**src/rtl/pbus_cfg_pkg.sv**
```systemverilog
package pbus_cfg_pkg;
  localparam int DATA_W = 8;
  localparam int ADDR_W = 2;
  localparam int CTRL_W = DATA_W - ADDR_W;

  // field positions inside the control part of each register
  localparam int R0_SWSTART = 5;
  localparam int R0_EOC     = 4;
  localparam int R0_EXTCLK  = 3;
  localparam int R0_PWRDN   = 2;
  localparam int R1_TWOS    = 1;

  typedef struct packed {
    logic sw_start;
    logic eoc_mode;
    logic ext_clk;
    logic pwrdn;
    logic twos;
  } cfg_t;

  function automatic cfg_t decode_cfg(input logic [CTRL_W-1:0] r0,
                                      input logic [CTRL_W-1:0] r1);
    cfg_t c;
    c.sw_start = r0[R0_SWSTART];
    c.eoc_mode = r0[R0_EOC];
    c.ext_clk  = r0[R0_EXTCLK];
    c.pwrdn    = r0[R0_PWRDN];
    c.twos     = r1[R1_TWOS];
    return c;
  endfunction

  // offset-binary to two's complement: flip the sign position
  function automatic logic [DATA_W-1:0] apply_coding(input logic [DATA_W-1:0] raw,
                                                     input logic twos);
    logic [DATA_W-1:0] v;
    v = raw;
    if (twos) v[DATA_W-1] = ~raw[DATA_W-1];
    return v;
  endfunction
endpackage

```
**src/rtl/pbus_strobe_sync.sv**
```systemverilog
module pbus_strobe_sync #(
  parameter int N = 3,
  parameter logic [N-1:0] RST_VAL = '1
) (
  input  logic         clk,
  input  logic         rst_n,
  input  logic [N-1:0] raw,
  output logic [N-1:0] lvl,
  output logic [N-1:0] prev,
  output logic [N-1:0] rise
);
  genvar i;
  generate
    for (i = 0; i < N; i++) begin : g_bit
      logic s_q, d_q;
      always_ff @(posedge clk or negedge rst_n) begin
        if (!rst_n) begin
          s_q <= RST_VAL[i];
          d_q <= RST_VAL[i];
        end else begin
          s_q <= raw[i];
          d_q <= s_q;
        end
      end
      assign lvl[i]  = s_q;
      assign prev[i] = d_q;
      assign rise[i] = s_q & ~d_q;
    end
  endgenerate
endmodule

```
**src/rtl/pbus_cfg_regs.sv**
```systemverilog
module pbus_cfg_regs
  import pbus_cfg_pkg::*;
(
  input  logic              clk,
  input  logic              rst_n,
  input  logic              wr_ev,
  input  logic              hw_def_ev,
  input  logic [DATA_W-1:0] wdata,
  output logic [CTRL_W-1:0] reg0,
  output logic [CTRL_W-1:0] reg1,
  output logic              sw_start_req
);
  localparam int NREG = 2;

  logic [ADDR_W-1:0] addr;
  logic [NREG-1:0]   sel;
  logic [CTRL_W-1:0] regs_q [NREG];

  assign addr = wdata[DATA_W-1 -: ADDR_W];

  genvar k;
  generate
    for (k = 0; k < NREG; k++) begin : g_reg
      assign sel[k] = wr_ev && (addr == ADDR_W'(k));
      always_ff @(posedge clk or negedge rst_n) begin
        if (!rst_n)          regs_q[k] <= '0;
        else if (hw_def_ev)  regs_q[k] <= '0;
        else if (sel[k])     regs_q[k] <= wdata[CTRL_W-1:0];
      end
    end
  endgenerate

  assign reg0 = regs_q[0];
  assign reg1 = regs_q[1];

  always_ff @(posedge clk or negedge rst_n) begin
    if (!rst_n) sw_start_req <= 1'b0;
    else        sw_start_req <= wr_ev && regs_q[0][R0_SWSTART];
  end

  assert_wr_reg0_R1: assert property (@(posedge clk) disable iff (!rst_n)
    (wr_ev && wdata[DATA_W-1 -: ADDR_W] == 2'b00) |=> (reg0 == $past(wdata[CTRL_W-1:0])));
  assert_wr_reg1_R2: assert property (@(posedge clk) disable iff (!rst_n)
    (wr_ev && wdata[DATA_W-1 -: ADDR_W] == 2'b01) |=> (reg1 == $past(wdata[CTRL_W-1:0])));
  assert_bad_addr_R5: assert property (@(posedge clk) disable iff (!rst_n)
    (wr_ev && wdata[DATA_W-1]) |=> ($stable(reg0) && $stable(reg1)));
  assert_hw_default_R6: assert property (@(posedge clk) disable iff (!rst_n)
    hw_def_ev |=> (reg0 == '0 && reg1 == '0));
  assert_start_pulse_R9: assert property (@(posedge clk) disable iff (!rst_n)
    (wr_ev && reg0[R0_SWSTART]) |=> sw_start_req);
  assert_no_start_R9: assert property (@(posedge clk) disable iff (!rst_n)
    !wr_ev |=> !sw_start_req);
endmodule

```
**src/rtl/pbus_rd_fmt.sv**
```systemverilog
module pbus_rd_fmt
  import pbus_cfg_pkg::*;
(
  input  logic              clk,
  input  logic              rst_n,
  input  logic [DATA_W-1:0] raw,
  input  logic              twos,
  input  logic              rd_active,
  output logic [DATA_W-1:0] bus_out,
  output logic              bus_oe
);
  assign bus_out = apply_coding(raw, twos);
  assign bus_oe  = rd_active;

  assert_coding_R8: assert property (@(posedge clk) disable iff (!rst_n)
    twos |-> (bus_out[DATA_W-1] != raw[DATA_W-1] &&
              bus_out[DATA_W-2:0] == raw[DATA_W-2:0]));
  assert_binary_R8: assert property (@(posedge clk) disable iff (!rst_n)
    !twos |-> (bus_out == raw));
endmodule

```
**src/rtl/pbus_cfg_top.sv**
```systemverilog
module pbus_cfg_top
  import pbus_cfg_pkg::*;
(
  input  logic              clk,
  input  logic              rst_n,
  input  logic              cs_n,
  input  logic              wr_n,
  input  logic              rd_n,
  input  logic [DATA_W-1:0] bus_in,
  input  logic [DATA_W-1:0] conv_result,
  output logic [DATA_W-1:0] bus_out,
  output logic              bus_oe,
  output logic              cfg_sw_start,
  output logic              cfg_eoc_mode,
  output logic              cfg_ext_clk,
  output logic              cfg_pwrdn,
  output logic              cfg_twos,
  output logic              sw_start_req
);
  localparam int NSTB = 3;
  localparam int I_CS = 2;
  localparam int I_WR = 1;
  localparam int I_RD = 0;

  logic [NSTB-1:0]   stb_lvl, stb_prev, stb_rise;
  logic [DATA_W-1:0] data_q;
  logic [CTRL_W-1:0] reg0, reg1;
  logic              cs_act, wr_ev, wr_held_low, hw_def_ev, rd_active;
  cfg_t              cfg;

  pbus_strobe_sync #(.N(NSTB), .RST_VAL('1)) u_sync (
    .clk  (clk),
    .rst_n(rst_n),
    .raw  ({cs_n, wr_n, rd_n}),
    .lvl  (stb_lvl),
    .prev (stb_prev),
    .rise (stb_rise)
  );

  always_ff @(posedge clk or negedge rst_n) begin
    if (!rst_n) data_q <= '0;
    else        data_q <= bus_in;
  end

  // named events for the register bank and the checks
  assign cs_act      = ~stb_lvl[I_CS];
  assign wr_ev       = stb_rise[I_WR] & cs_act;
  assign wr_held_low = ~stb_lvl[I_WR] & ~stb_prev[I_WR];
  assign hw_def_ev   = stb_rise[I_RD] & cs_act & wr_held_low;
  assign rd_active   = cs_act & ~stb_lvl[I_RD];

  pbus_cfg_regs u_regs (
    .clk         (clk),
    .rst_n       (rst_n),
    .wr_ev       (wr_ev),
    .hw_def_ev   (hw_def_ev),
    .wdata       (data_q),
    .reg0        (reg0),
    .reg1        (reg1),
    .sw_start_req(sw_start_req)
  );

  assign cfg          = decode_cfg(reg0, reg1);
  assign cfg_sw_start = cfg.sw_start;
  assign cfg_eoc_mode = cfg.eoc_mode;
  assign cfg_ext_clk  = cfg.ext_clk;
  assign cfg_pwrdn    = cfg.pwrdn;
  assign cfg_twos     = cfg.twos;

  pbus_rd_fmt u_fmt (
    .clk      (clk),
    .rst_n    (rst_n),
    .raw      (conv_result),
    .twos     (cfg.twos),
    .rd_active(rd_active),
    .bus_out  (bus_out),
    .bus_oe   (bus_oe)
  );

  assert_oe_idle_R7: assert property (@(posedge clk) disable iff (!rst_n)
    ($past(cs_n) || $past(rd_n)) |-> !bus_oe);
  assert_oe_read_R7: assert property (@(posedge clk) disable iff (!rst_n)
    (!$past(cs_n) && !$past(rd_n)) |-> bus_oe);
  assert_cs_high_R1: assert property (@(posedge clk) disable iff (!rst_n)
    $past(cs_n) |=> ($stable(cfg_sw_start) && $stable(cfg_eoc_mode) &&
                     $stable(cfg_ext_clk) && $stable(cfg_pwrdn) && $stable(cfg_twos)));
endmodule

```
**config.mk**
```make
export PLATFORM = sky130hd
export DESIGN_NAME = pbus_cfg_top
export DESIGN_NICKNAME = d
export VERILOG_FILES = /design/src/rtl/pbus_cfg_pkg.sv /design/src/rtl/pbus_strobe_sync.sv /design/src/rtl/pbus_cfg_regs.sv /design/src/rtl/pbus_rd_fmt.sv /design/src/rtl/pbus_cfg_top.sv
export SDC_FILE = /design/constraint.sdc
export NUM_CORES = 1
export LEC_CHECK = 0
export BUFFER_PORTS_ARGS = -buffer_cell sky130_fd_sc_hd__buf_4
export CORE_UTILIZATION = 40
export CTS_BUF_LIST = sky130_fd_sc_hd__clkbuf_8
export CTS_CLUSTER_SIZE = 20
export DETAILED_ROUTE_END_ITERATION = 16
export PLACE_DENSITY = 0.82
export REMOVE_ABC_BUFFERS = 1
export SKIP_CTS_REPAIR_TIMING = 1
export SYNTH_ARGS = -nofsm -noshare
export SYNTH_HDL_FRONTEND = slang
export SYNTH_SLANG_ARGS = --single-unit
```
**constraint.sdc**
```tcl
create_clock -name clk -period 1.3 [get_ports clk]
set_clock_uncertainty 0.1 [all_clocks]
set_input_delay 0.195 -clock clk [delete_from_list [all_inputs] [get_ports clk]]
set_output_delay 0.195 -clock clk [all_outputs]
set_load 0.005 [all_outputs]
```
==> impl_metrics.json <==
{
  "crit-reg2reg-launch": "u_sync.g_bit[1].s_q",
  "io_buffers": 20,
  "yosysWarnings": 0,
  "final_core_util_pct": 63.8,
  "crit_path_end_kind": "register",
  "antenna_cells": 0,
  "dr.pass1.iters": 3,
  "postRouteAntennaNets": 0,
  "layout.cells.most_common_list": "buf_4 (23), dfrtp_1 (13), dlygate4sd3_1 (11)",
  "finalNonFillerCells": 88,
  "synth_top_area_cell": "dfrtp_1",
  "swShare_pct": 21.3,
  "drt_iter0_drc": 5,
  "ioPinCount": 36,
  "ys_seq_area_share_pct": 68.4,
  "min_period_over_period_pct": 112,
  "preCtsSetupSlack_ns": -0.123,
  "syn_area_um2": 668,
  "htree_levels": 1,
  "insertion_delay_ns": 0.25,
  "grt_pass1_wl_mm": 1.85,
  "areaGrowthSynthToFinish_pct": 47.2,
  "wirelength_mm": 1.32,
  "slew_headroom_pct": 77.9,
  "antenna_found_initial": 0,
  "violations": "negative setup slack",
  "slew_viol_final": 0,
  "worstPathMaxFanout": 4,
  "finalHoldViolCount": 0,
  "cts_buffer_depth": 2,
  "fin_nets": 94,
  "cts_sinks": 18,
  "synth.area.top_cells": "dfrtp_1 (49%), dfstp_2 (20%), buf_4 (7.9%)",
  "cp.arrival_ns": 1.50,
  "seqPwrFrac_pct": 50.8,
  "path_class": "register to register",
  "cp.required_ns": 1.34,
  "worst_pin_slew_ns": 0.331,
  "p_int_mw": 1.00,
  "grt_max_degree": 19,
  "leakage_nw": 0.474,
  "rsz0062_at_grt": "true",
  "clockPowerShare_pct": 35.4,
  "p_per_area_nw_per_um2": 1290,
  "cts_tree": "yes",
  "clk_pin_slew_worst_paths_ns": 0.07,
  "synth-seq-cells": 18,
  "clockRootBuffer": "clkbuf_8",
  "overflow": 0,
  "syn_area_per_cell_um2": 16.3,
  "die-area_um2": 1840,
  "whs_ns": 0.241,
  "post_synth_num_cell_types": 14,
  "setup_viol": 6,
  "max-vdd-ir-drop_mv": 0.931,
  "place_inst": 71,
  "final_common_cell": "buf_4",
  "grt_usage_pct": 14.7,
  "register_area_um2": 457,
  "vias": 437,
  "fillCellCount": 110,
  "row_count": 14,
  "start_util_pct": 43.3,
  "wire_per_inst_um": 15.0,
  "cp-startpoint": "u_sync.g_bit[1].s_q",
  "via_per_inst": 4.97,
  "cts_buffers": 3,
  "synth_top_area_share_pct": 48.7,
  "drv_cap": 0,
  "drc": 0,
  "grt_pass1_vias": 412,
  "drive_gt1_share_pct": 55.6,
  "die-height_um": 42.9,
  "status": "finished with violations",
  "die_w_um": 42.9,
  "switchingPower_mw": 0.271,
  "postSynthCellCount": 41,
  "power_frac_comb_pct": 13.8,
  "fmax_mhz": 687,
  "multi_input_area_um2": 161,
  "worst_hold_path_type": "input port to async pin",
  "fin_ws_ns": -0.155,
  "gp_congestion": 0.777,
  "cp-start-kind": "register",
  "core-area_um2": 1540,
  "period_minus_slack_ns": 1.45
}
through the flow:
step	instance area [um2]	setup TNS (ns)	power (mW)
after floorplan	616	-0.237	0.695
after global placement	793	-0.192	0.791
after detailed placement	793	-0.461	0.801
after CTS	848	-0.603	1.24
after global routing	983	-0.939	1.33
final	983	-0.726	1.27
per-layer routing:
metal | vias to the layer above | global-route usage, % | part of all wire [%]
li1 | 196 | - | -
met1 | 213 | 16.8 | 36
met2 | 26 | 21.2 | 56
met3 | 2 | 8.09 | 7.2
met4 | 0 | 9.38 | 0.53
met5 | - | 0 | 0
synth_stat cells, drive strengths merged:
library cell	n
a22oi	2
xor2	1
a22o	4
nor2	1
dfrtp	13
and2	1
buf	7
dfstp	5
nor4b	2
a21bo	1
nand3	1
and4bb	1
inv	2
power by group through the flow:
| stage | clock network (mW) | registers, mW | logic, mW |
|---|---|---|---|
| finish | 0.449 | 0.646 | 0.176 |
| CTS | 0.450 | 0.646 | 0.146 |
| detailed placement | 0 | 0.656 | 0.146 |
| global placement | 0 | 0.652 | 0.139 |
| global route | 0.485 | 0.651 | 0.189 |
| floorplan | 0 | 0.651 | 0.0446 |
final cells by class:
type,instances,area share (%)
Inverter,2,0.763
Clock buffer,4,5.60
Sequential cell,18,46.4
Tap cell,16,2.04
Multi-Input combinational cell,14,16.4
Timing Repair Buffer,34,28.8
path summary, 6_finish.rpt:
kind	to	slack, ns	depth (start not counted)
max	u_regs.reg0[4]	-0.15	3
min	data_q[5]	0.24	2
max reg2reg	u_regs.reg0[4]	-0.15	3
min reg2reg	u_sync.g_bit[0].d_q	0.28	0
max in group asynchronous	u_sync.g_bit[1].s_q	0.61	2
min in group clk	u_sync.g_bit[0].d_q	0.28	0
worst max-delay path, cell delays in order, from the launching register on:
cell and delay [ns]:
dfstp_2 0.54, nor4b_4 0.30, a22oi_2 0.18, a22o_1 0.22
registers in the layout, indices dropped and copies added (netlist names):
| name | cells |
|---|---|
| u_regs.sw_start_req | 1 |
| u_sync.g_bit.s_q | 3 |
| u_regs.reg0 | 4 |
| u_regs.reg1 | 1 |
| data_q | 7 |
| u_sync.g_bit.d_q | 2 |
cell families after synthesis:
logic type | after synthesis | synth area share, %
simple gates | 6 | 11.6
compound gates | 7 | 9.74
buf+inv | 9 | 8.99
xor+xnor | 1 | 1.31
flops | 18 | 68.4
No activity file was read; power rests on OpenSTA's default activity.
